--- src/rtl/px_lane_pkg.sv ---
`timescale 1ns/1ps
package px_lane_pkg;

  // One step decision from the pairing sequencer to the output registers.
  typedef struct packed {
    logic upd;   // ports load this cycle
    logic load;  // sample is parked as first half of a pair
    logic tag;   // the update carries the line-start sample
  } step_t;

  function automatic int max_of(input int x, input int y);
    return (x > y) ? x : y;
  endfunction

endpackage

--- src/rtl/px_lane_seq.sv ---
`timescale 1ns/1ps
module px_lane_seq
  import px_lane_pkg::*;
(
  input  logic  clk,
  input  logic  rst_n,
  input  logic  s_valid,
  input  logic  s_line_start,
  input  logic  cfg_dual,
  input  logic  cfg_swap,
  output step_t step,
  output logic  restart,
  output logic  eff_dual,
  output logic  swap_q,
  output logic  mode_q
);

  logic aligned_q;
  logic slot_q;
  logic start_q;
  logic accept;
  logic second;
  logic ls_take;

  assign ls_take  = s_valid && s_line_start;
  assign accept   = s_valid && (aligned_q || s_line_start);
  // the line-start sample applies the new mode to itself
  assign eff_dual = s_line_start ? cfg_dual : mode_q;
  assign second   = !s_line_start && slot_q;
  assign restart  = ls_take && (cfg_dual != mode_q);

  always_comb begin
    step.upd  = accept && (!eff_dual || second);
    step.load = accept && eff_dual && !second;
    step.tag  = eff_dual ? start_q : s_line_start;
  end

  always_ff @(posedge clk) begin
    if (!rst_n) begin
      aligned_q <= 1'b0;
      mode_q    <= 1'b0;
      swap_q    <= 1'b0;
      slot_q    <= 1'b0;
      start_q   <= 1'b0;
    end else begin
      if (ls_take) begin
        aligned_q <= 1'b1;
        mode_q    <= cfg_dual;
        swap_q    <= cfg_swap;
      end
      if (accept) begin
        slot_q <= step.load;
      end
      if (step.load) begin
        start_q <= s_line_start;
      end
    end
  end

endmodule

--- src/rtl/px_lane_flush.sv ---
`timescale 1ns/1ps
module px_lane_flush
  import px_lane_pkg::*;
#(
  parameter int FLUSH_SINGLE = 4,
  parameter int FLUSH_DUAL   = 2
) (
  input  logic clk,
  input  logic rst_n,
  input  logic upd,
  input  logic restart,
  input  logic dual_sel,
  output logic upd_ok
);

  localparam int LIM_MAX = max_of(FLUSH_SINGLE, FLUSH_DUAL);
  localparam int CNT_W   = $clog2(LIM_MAX + 1);

  logic [CNT_W-1:0] cnt_q;
  logic [CNT_W-1:0] base;
  logic [CNT_W-1:0] limit;

  assign base   = restart ? '0 : cnt_q;
  assign limit  = dual_sel ? CNT_W'(FLUSH_DUAL) : CNT_W'(FLUSH_SINGLE);
  assign upd_ok = (base >= limit);

  always_ff @(posedge clk) begin
    if (!rst_n) begin
      cnt_q <= '0;
    end else if (upd && (base < CNT_W'(LIM_MAX))) begin
      cnt_q <= base + 1'b1;
    end else begin
      cnt_q <= base;
    end
  end

endmodule

--- src/rtl/px_lane_regs.sv ---
`timescale 1ns/1ps
module px_lane_regs
  import px_lane_pkg::*;
#(
  parameter int DATA_W = 8
) (
  input  logic              clk,
  input  logic              rst_n,
  input  step_t             step,
  input  logic [DATA_W-1:0] sample,
  input  logic              swap,
  input  logic              dual_sel,
  input  logic              upd_ok,
  output logic [DATA_W-1:0] lane_a,
  output logic [DATA_W-1:0] lane_b,
  output logic              hs_q,
  output logic              mv_q,
  output logic              dclk_q
);

  localparam int NLANE = 2;

  logic [DATA_W-1:0] hold_q;
  logic [DATA_W-1:0] lane_q [NLANE];

  for (genvar p = 0; p < NLANE; p++) begin : g_lane
    logic [DATA_W-1:0] nxt;
    logic              we;
    // the lane whose index equals the swap bit takes the parked first sample
    assign nxt = (dual_sel && (swap == 1'(p))) ? hold_q : sample;
    assign we  = step.upd && (dual_sel || (p == 0));
    always_ff @(posedge clk) begin
      if (!rst_n) begin
        lane_q[p] <= '0;
      end else if (we) begin
        lane_q[p] <= nxt;
      end
    end
  end

  assign lane_a = lane_q[0];
  assign lane_b = lane_q[1];

  always_ff @(posedge clk) begin
    if (!rst_n) begin
      hold_q <= '0;
      hs_q   <= 1'b0;
      mv_q   <= 1'b0;
      dclk_q <= 1'b1;
    end else begin
      if (step.load) begin
        hold_q <= sample;
      end
      hs_q   <= step.upd && step.tag;
      mv_q   <= step.upd && upd_ok;
      dclk_q <= !(step.upd && dual_sel);
    end
  end

endmodule

--- src/rtl/px_lane_split.sv ---
`timescale 1ns/1ps
module px_lane_split
  import px_lane_pkg::*;
#(
  parameter int DATA_W       = 8,
  parameter int FLUSH_SINGLE = 4,
  parameter int FLUSH_DUAL   = 2
) (
  input  logic              clk,
  input  logic              rst_n,
  input  logic              s_valid,
  input  logic [DATA_W-1:0] s_data,
  input  logic              s_line_start,
  input  logic              cfg_dual,
  input  logic              cfg_swap,
  output logic [DATA_W-1:0] a_data,
  output logic [DATA_W-1:0] b_data,
  output logic              b_oe,
  output logic              m_valid,
  output logic              hs_out,
  output logic              dclk
);

  step_t step;
  logic  restart;
  logic  eff_dual;
  logic  swap_q;
  logic  mode_q;
  logic  upd_ok;
  logic  dclk_q;

  px_lane_seq u_seq (
    .clk          (clk),
    .rst_n        (rst_n),
    .s_valid      (s_valid),
    .s_line_start (s_line_start),
    .cfg_dual     (cfg_dual),
    .cfg_swap     (cfg_swap),
    .step         (step),
    .restart      (restart),
    .eff_dual     (eff_dual),
    .swap_q       (swap_q),
    .mode_q       (mode_q)
  );

  px_lane_flush #(
    .FLUSH_SINGLE (FLUSH_SINGLE),
    .FLUSH_DUAL   (FLUSH_DUAL)
  ) u_flush (
    .clk      (clk),
    .rst_n    (rst_n),
    .upd      (step.upd),
    .restart  (restart),
    .dual_sel (eff_dual),
    .upd_ok   (upd_ok)
  );

  px_lane_regs #(
    .DATA_W (DATA_W)
  ) u_regs (
    .clk      (clk),
    .rst_n    (rst_n),
    .step     (step),
    .sample   (s_data),
    .swap     (swap_q),
    .dual_sel (eff_dual),
    .upd_ok   (upd_ok),
    .lane_a   (a_data),
    .lane_b   (b_data),
    .hs_q     (hs_out),
    .mv_q     (m_valid),
    .dclk_q   (dclk_q)
  );

  assign b_oe = mode_q;
  assign dclk = mode_q ? dclk_q : ~clk;

endmodule

--- config.mk ---
export PLATFORM = sky130hd
export DESIGN_NAME = px_lane_split
export DESIGN_NICKNAME = d
export VERILOG_FILES = /design/src/rtl/px_lane_pkg.sv /design/src/rtl/px_lane_seq.sv /design/src/rtl/px_lane_flush.sv /design/src/rtl/px_lane_regs.sv /design/src/rtl/px_lane_split.sv
export SDC_FILE = /design/constraint.sdc
export NUM_CORES = 1
export LEC_CHECK = 0
export BUFFER_PORTS_ARGS = -buffer_cell sky130_fd_sc_hd__buf_4
export CAP_MARGIN = 5
export CORE_ASPECT_RATIO = 1.5
export CORE_MARGIN = 8
export CORE_UTILIZATION = 43
export CTS_CLUSTER_SIZE = 25
export DETAILED_ROUTE_END_ITERATION = 10
export PLACE_DENSITY = 0.63
export SETUP_SLACK_MARGIN = 0.2
export SYNTH_ARGS = -nofsm -noshare
export SYNTH_HDL_FRONTEND = slang
export SYNTH_SLANG_ARGS = --single-unit
--- constraint.sdc ---
create_clock -name clk -period 2.7 [get_ports clk]
set_input_delay 0.54 -clock clk [delete_from_list [all_inputs] [get_ports clk]]
set_output_delay 0.54 -clock clk [all_outputs]
set_load 0.005 [all_outputs]
==> results of run 1 <==
worst paths after layout:
| path | startpoint | slack, ps | endpoint |
|---|---|---|---|
| setup / recovery | clk | 310 | dclk |
| hold / removal | s_data[1] | 420 | u_regs.hold_q[1] |
| setup reg to reg | u_seq.mode_q | 1000 | u_regs.lane_q[0][7] |
| hold reg to reg | u_seq.start_q | 480 | u_seq.start_q |
cells in the mapped netlist, types with 2 or more instances:
library cell  instances  area share
nand3_1               4       0.012
a21oi_1               4       0.012
nor2_1               16       0.036
o21ai_1               2      0.0060
buf_2                 2      0.0060
mux2i_1              25        0.15
nor2b_1               9       0.034
edfxtp_1             16        0.29
clkbuf_1              2      0.0045
dfxtp_1              19        0.23
o21ai_0               5       0.015
ha_1                  3       0.023
buf_6                 3       0.020
inv_1                 6       0.014
nand2_1               7       0.016
a31o_2                2       0.011
a21boi_0              6       0.027
sequential cells by signal (all words and copies together), names as in the netlist:
signal and flops:
u_flush.cnt_q 3, u_regs.dclk_q 1, u_regs.hold_q 8, u_regs.hs_q 1
u_regs.lane_q 16, u_regs.mv_q 1, u_seq.aligned_q 1, u_seq.mode_q 1
u_seq.slot_q 1, u_seq.start_q 1, u_seq.swap_q 1
cell families (layout without fill, tap and decap cells):
kind of cell | after synthesis | count (layout)
AO/OA/AOI/OAI | 23 | 23
XOR/XNOR | 1 | 1
adder cells (fa/ha/maj) | 3 | 3
buffers and inverters | 13 | 51
flip-flops | 35 | 35
multiplexers | 25 | 25
AND/OR/NAND/NOR | 46 | 46
metrics by stage:
step	hold WS (ps)	setup WS, ps	power, mW	util	cells
finish	425	313	1.33	0.563	227
detailed placement	460	563	0.770	0.522	216
CTS	417	293	1.35	0.563	227
global route	422	267	1.39	0.563	227
global placement	464	563	0.765	0.522	216
floorplan	440	549	0.694	-	146
power groups by stage:
stage                     Clock [mW]  Sequential [mW]  Combinational [mW]
after floorplan              0.00789            0.600              0.0859
after global placement        0.0264            0.604               0.135
after detailed placement      0.0264            0.605               0.138
after CTS                      0.619            0.593               0.139
after global routing           0.647            0.596               0.150
final                          0.600            0.593               0.137
cells in the final DEF, fill, tap and decap left out, types with 2 or more instances in the layout:
cell type / instances
a21oi_1: 4
nor2b_1: 9
o21ai_0: 5
clkbuf_8: 8
a21boi_0: 6
buf_4: 34
mux2i_1: 25
o21ai_1: 2
ha_1: 3
a31o_2: 2
nand3_1: 4
nor2_1: 16
dfxtp_1: 19
nand2_1: 7
edfxtp_1: 16
inv_1: 6
routing by layer:
metal / vias up / global-route usage
li1: 586 / -
met1: 530 / 0.111
met2: 34 / 0.205
met3: 9 / 0.0536
met4: 0 / 0.0841
met5: - / 0
cell type report:
| class | instances | area (µm²) | share of cell area |
|---|---|---|---|
| sequential | 35 | 861 | 0.415 |
| clock inverter | 3 | 43.8 | 0.0211 |
| timing repair buffer | 33 | 248 | 0.119 |
| inverter | 6 | 22.5 | 0.0109 |
| tap | 43 | 53.8 | 0.0259 |
| multi-input combinational | 98 | 728 | 0.351 |
| clock buffer | 9 | 118 | 0.0567 |
worst register-to-register path, cell delays in order, from the launching register on:
cell,delay [ps]
dfxtp_1,420
and2b_1,240
o21ai_4,280
nand2_2,120
nand2_1,310
==> impl_metrics.toml, run 1 <==
[timing]
max_slew.worst_pin.slew_ps = 657
fin_tns_setup_ps = 0
slew_headroom = 0.562
slew_violations = 0
rsz0062_at_grt = "no"
hold_viol = 0
finClkSkew_ps = 3.09
setup_viol = 0

[finish]
post-route-cell-area_mm2 = 0.00207
nFillCells = 334
diodes = 0
fin_nets = 200
drive_gt1_frac = 0.304
area_growth_pct = 24.8

[synth]
synth_seq_cells = 35
synthDistinctLibCells = 32
avgSynthCellArea_um2 = 11.4
async_reset_ff_frac = 0
synth_warnings = 0
synth-edff-count = 16
synth_top_family_by_area = "simple AND/OR/NAND/NOR gates"
synth_compound_area_frac = 0.0963
syn_area_mm2 = 0.00166
muxShareOfSynthArea = 0.150
synthAdderAreaFrac = 0.0226
synth-seq-area-share = 0.518
yosys.area_share.simple = 0.159
synthXorXnorAreaFrac = 0.00978
syn-instance-count = 146
synth_fp_nets = 163
synth_ff_type = "dfxtp_1"

[global_route]
grt_pass1_wl_mm = 5.56
grt_max_degree = 21
grtUsageTotal = 0.121
grt_overflow = 0
antenna_found_initial = 0
grt_pass1_vias = 1259

[placed_design]
gp_congestion = 0.798
port_buffers = 33
dp_hpwl_mm = 2.56
place_area_mm2 = 0.00192

[detailed_routing]
via_per_inst = 5.11
post_drt_wl_per_cell_um = 15.0
top_layer_used = "met4"
final_antenna_net_count = 0
wl_met1_mm = 1.29
drt_wl_total_mm = 3.41
firstDrtPassIters = 4
drtIter0Drc = 15
route.met2.wl_mm = 1.80
routed-via-count = 1159
drc = 0
dr_wl_met3_um = 233

[clock_tree]
cts_tree = "built"
clk_pin_slew_ps = 70
cts_resized = 0
holdBufCountCts = 0
worstSkewPairLatency_ps = 390
post-cts-setup-buffer-count = 0

[floorplan]
die-area_mm2 = 0.00615
die_h_um = 92.2
rows = 27
fp.dieW_um = 66.8
coreArea_mm2 = 0.00368
start_util = 0.452
pin_count = 34

[worst_setup_path]
cp_common_cell = "clkbuf_8"
path_cells = "clkbuf_8 > clkbuf_8 > o21ai_0 > buf_4"
worst_path_max_delay_cell = "o21ai_0"
path_depth = 4
cp_max_fo = 2
critical-path-top-delay-family = "buffers and inverters"
cp-end-kind = "primary output"
slowest_delay_ps = 140
crit_type = "clk2out"
reg2reg_depth = 4
crit_required_ps = 2160
worst-path-buf-inv = 3
crit_path_start_kind = "clock port"
critPathArrivalTime_ps = 1850

[min_path]
holdCritPathClass = "in2reg"
hold_depth = 3

[status]
status = "complete, no violations"

[power]
peakVddDrop_mv = 0.703
power.leakage_nw = 0.894
p_comb_frac = 0.103
clkPwrFrac = 0.451
power.switching_uw = 296
p_sw_frac = 0.223
internal_power_mw = 1.03
p_per_area_mw_per_mm2 = 641
p_seq_frac = 0.446

[job]
max_cap_violations = 0
(Power assumes the default switching activity.)
==> inputs of run 2 (changes only) <==
--- a/config.mk
+++ b/config.mk
@@ -13,5 +13,5 @@
 export CTS_CLUSTER_SIZE = 25
 export DETAILED_ROUTE_END_ITERATION = 10
-export PLACE_DENSITY = 0.63
+export PLACE_DENSITY = 0.65
 export SETUP_SLACK_MARGIN = 0.2
 export SYNTH_ARGS = -nofsm -noshare
==> constraint.sdc (replaced) <==
create_clock -name clk -period 2.7 [get_ports clk]
set_input_delay 0.405 -clock clk [delete_from_list [all_inputs] [get_ports clk]]
set_output_delay 0.405 -clock clk [all_outputs]
set_load 0.005 [all_outputs]
==> run 2 against run 1 <==
  * Final cell count did not move
  * Count of clock-buffer cells in the layout increased by 2
  * Die area stayed put
  * Register-to-register slack about the same
  * Combinational power about the same
  * Sequential share of layout area is 0.64 points higher
  * Critical endpoint unchanged
  * Via count fell by 1.8%
  * Global-route usage is 0.15 points higher
  * Clock skew fell by 0.68 ps
  * Flip-flop and latch count did not move
  * Critical path depth stayed put
==> impl_metrics.toml, run 2 (synthesis results as in run 1) <==
[clock_tree]
holdBufCountCts = 0
worstSkewPairLatency_ps = 390
post-cts-setup-buffer-count = 0
cts_resized = 0
cts_tree = "built"
clk_pin_slew_ps = 70

[finish]
area_growth_pct = 22.9
multi_input_area_um2 = 728
largestRegisters = "u_regs.lane_q: 16 flops, u_regs.hold_q: 8 flops, u_flush.cnt_q: 3 flops"
fin_nets = 200
final_cell_mix = "buf_4, mux2i_1, dfxtp_1"
largest_reg_flops = 16
seqCellArea_um2 = 861
nFillCells = 327
drive_gt1_frac = 0.293
final_common_cell = "buf_4"
top_register = "u_regs.lane_q"
diodes = 0

[worst_setup_path]
crit_type = "clk2out"
cp-end-kind = "primary output"
path_cells = "clkbuf_8 > clkbuf_8 > o21ai_0 > buf_4"
critPathArrivalTime_ps = 1870
critical-path-top-delay-family = "buffers and inverters"
crit_path_start_kind = "clock port"
crit_required_ps = 2300
cp_max_fo = 2
slowest_delay_ps = 150
worst_path_max_delay_cell = "o21ai_0"
worst-path-buf-inv = 3
cp_common_cell = "clkbuf_8"

[placed_design]
place_ws_ps = 698
gp_congestion = 0.762
port_buffers = 33
dp_hpwl_mm = 2.50

[global_route]
grt_pass1_vias = 1279
grt_overflow = 0
antenna_found_initial = 0
grt_max_degree = 21
grtUsageTotal = 0.123
grt_pass1_wl_mm = 5.67

[floorplan]
coreArea_mm2 = 0.00368
die_h_um = 92.2
die-area_mm2 = 0.00615
rows = 27
fp.dieW_um = 66.8
start_util = 0.452
pin_count = 34

[detailed_routing]
drt_wl_total_mm = 3.42
post_drt_wl_per_cell_um = 15.1
routed-via-count = 1138
via_per_inst = 5.01
firstDrtPassIters = 4
drc = 0
drtIter0Drc = 16
final_antenna_net_count = 0

[timing]
finClkSkew_ps = 2.42
setup_viol = 0
fin_tns_setup_ps = 0
slew_violations = 0
slew_headroom = 0.570
rsz0062_at_grt = "no"
hold_viol = 0
setup_ws_ps = 430
max_slew.worst_pin.slew_ps = 645
worst_hold_slack_ps = 292

[job]
max_cap_violations = 0

[power]
p_comb_frac = 0.111
peakVddDrop_mv = 0.483
power.leakage_nw = 0.878
p_sw_frac = 0.234
p_seq_frac = 0.484
clkPwrFrac = 0.405
internal_power_uw = 939
p_per_area_mw_per_mm2 = 600
power.switching_uw = 286

[status]
status = "complete, no violations"

[min_path]
holdCritPathClass = "in2reg"
run 2: cell count changes in the layout (fill, tap and decap cells not counted), sizes merged:
cell    delta
bufinv     -1
clkbuf     +2
clkinv     -1
run 2: stage by stage:
step	std cells	area [µm²]	total power [mW]	utilization
after floorplan	146	1660	0.694	-
after global placement	216	1920	0.767	0.522
after detailed placement	216	1920	0.769	0.522
after CTS	227	2040	1.25	0.555
after global routing	227	2040	1.28	0.555
final	227	2040	1.23	0.555
run 2: power by group through the flow:
stage          clock network (mW)  registers (mW)  logic [mW]
6_report                    0.496           0.593       0.136
5_1_grt                     0.539           0.596       0.150
3_3_place_gp               0.0264           0.605       0.135
4_1_cts                     0.514           0.594       0.139
2_1_floorplan             0.00789           0.600      0.0859
3_5_place_dp               0.0264           0.605       0.138
run 2: metal layers:
| layer | share of wire | wire length [µm] | GRT usage | up-vias |
|---|---|---|---|---|
| met5 | 0 | 0 | 0 | - |
| met4 | 0.022 | 74 | 0.0984 | 0 |
| met3 | 0.064 | 219 | 0.0512 | 5 |
| met2 | 0.52 | 1790 | 0.200 | 30 |
| met1 | 0.39 | 1340 | 0.115 | 519 |
| li1 | - | - | - | 584 |
run 2: worst paths after layout:
check | startpoint | to | slack [ps] | cells after the start
hold / removal | s_data[6] | u_regs.hold_q[6] | 290 | 3
hold reg to reg | u_seq.start_q | u_seq.start_q | 470 | 2
setup reg to reg | u_seq.mode_q | u_flush.cnt_q[1] | 990 | 6
setup / recovery | clk | dclk | 430 | 4
run 2: worst min-delay path: stages:
cell and delay, ps:
buf_4 90, mux2i_1 60, nor2b_1 90
run 2: cell type report:
cell class	instances	share of cell area
sequential	35	0.421
multi-input combinational	98	0.356
timing repair buffer	33	0.121
clock buffer	11	0.0612
tap	43	0.0263
inverter	6	0.0110
clock inverter	1	0.00245
==> inputs of run 3 (changes only) <==
- PLACE_DENSITY: 0.65 -> 0.68
- clock period: 2.7 -> 2.05 ns (I/O delays scaled with it)
==> run 3 against run 2 <==
  * Routed wire length rose by 3.7%
  * Setup slack worse by 190 ps
  * Via count increased by 3.7%
  * First-iteration DRC count rose by 31%
  * Sequential share of layout area down 0.40 points
  * Non-clock buffer count increased by 2
  * Largest cell class unchanged
==> impl_metrics.toml, run 3 (synthesis results as in run 1) <==
[status]
status = "complete, no violations"

[min_path]
hold_start = "s_data[0]"
hold_end = "u_regs.hold_q[0]"
hold_depth = 3
holdCritPathClass = "in2reg"

[timing]
hold_viol = 0
rsz0062_at_grt = "no"
worst_hold_slack_ps = 185
setup_viol = 0
slew_headroom = 0.562
fin_tns_setup_ps = 0
setup_ws_ps = 236
max_slew.worst_pin.slew_ps = 656
finClkSkew_ps = 7.32
slew_violations = 0

[finish]
final_cell_mix = "buf_4, mux2i_1, dfxtp_1"
largest_reg_flops = 16
drive_gt1_frac = 0.312
nFillCells = 345
top_register = "u_regs.lane_q"
largestRegisters = "u_regs.lane_q: 16 flops, u_regs.hold_q: 8 flops, u_flush.cnt_q: 3 flops"
final_common_cell = "buf_4"
diodes = 0
multi_input_area_um2 = 732
fin_nets = 202
area_growth_pct = 24.2
seqCellArea_um2 = 862

[detailed_routing]
routed-via-count = 1180
firstDrtPassIters = 4
final_antenna_net_count = 0
drc = 0
via_per_inst = 5.15
drt_wl_total_mm = 3.55
post_drt_wl_per_cell_um = 15.5
drtIter0Drc = 21

[job]
max_cap_violations = 0

[power]
peakVddDrop_mv = 0.548
p_per_area_mw_per_mm2 = 800
power_mw = 1.65
power.leakage_nw = 0.885

[worst_setup_path]
cp_max_fo = 2
reg2reg_depth = 6
crit_path_start_kind = "clock port"
rr_endpoint = "u_flush.cnt_q[1]"
r2r_slack_ps = 470
crit_required_ps = 1740
cp-end-kind = "primary output"
critPathArrivalTime_ps = 1510
crit_type = "clk2out"
r2r_start = "u_seq.mode_q"

[floorplan]
coreArea_mm2 = 0.00368
die-area_mm2 = 0.00615
fp.dieW_um = 66.8
die_h_um = 92.2
rows = 27
pin_count = 34
start_util = 0.452

[global_route]
grt_overflow = 0
grt_pass1_wl_mm = 5.75
antenna_found_initial = 0
grtUsageTotal = 0.126
grt_pass1_vias = 1273
grt_max_degree = 21

[clock_tree]
post-cts-setup-buffer-count = 0
clk_pin_slew_ps = 70
worstSkewPairLatency_ps = 400
cts_tree = "built"

[placed_design]
dp_hpwl_mm = 2.68
place_ws_ps = 351
gp_congestion = 0.793
port_buffers = 33
-- run 3: area by class of cell --
type / count / share of cell area
multi-input combinational: 98 / 0.354
timing repair buffer: 35 / 0.127
inverter: 6 / 0.0109
clock buffer: 9 / 0.0569
sequential: 35 / 0.417
tap: 43 / 0.0260
clock inverter: 3 / 0.00727
-- run 3: worst max-delay path by stage --
stage	cells after the start	slack, ps	start	endpoint
floorplan	5	320	u_seq.mode_q	u_regs.lane_q[1][0]
global placement	6	370	s_line_start	u_regs.mv_q
detailed placement	7	350	s_valid	u_flush.cnt_q[1]
CTS	4	210	clk	dclk
global route	4	220	clk	dclk
finish	4	240	clk	dclk
-- run 3: worst max-delay path, stage by stage --
cell and delay [ps]:
clkbuf_8 110, clkbuf_8 120, o21ai_2 120, buf_4 130
-- run 3: through the flow --
step | cells | util | area [µm²]
finish | 229 | 0.561 | 2070
global route | 229 | 0.561 | 2070
CTS | 229 | 0.561 | 2060
detailed placement | 218 | 0.526 | 1940
global placement | 218 | 0.526 | 1940
floorplan | 146 | - | 1660
-- run 3: layer usage --
layer,track usage,part of all wire
met5,0,0
met4,0.0966,0.031
met3,0.0463,0.062
met2,0.215,0.54
met1,0.114,0.37
-- run 3: where the power goes --
part | internal, mW | switching, mW | total (mW)
Combinational | 0.0924 | 0.0892 | 0.182
Sequential | 0.762 | 0.0216 | 0.783
Clock | 0.385 | 0.302 | 0.687
Total | 1.24 | 0.413 | 1.65
-- run 3: timing repair --
item                                    4_1_cts  5_1_grt
endpoints found under the setup margin        1        1
gates resized for setup                       2        1
hold buffers                                  0        0
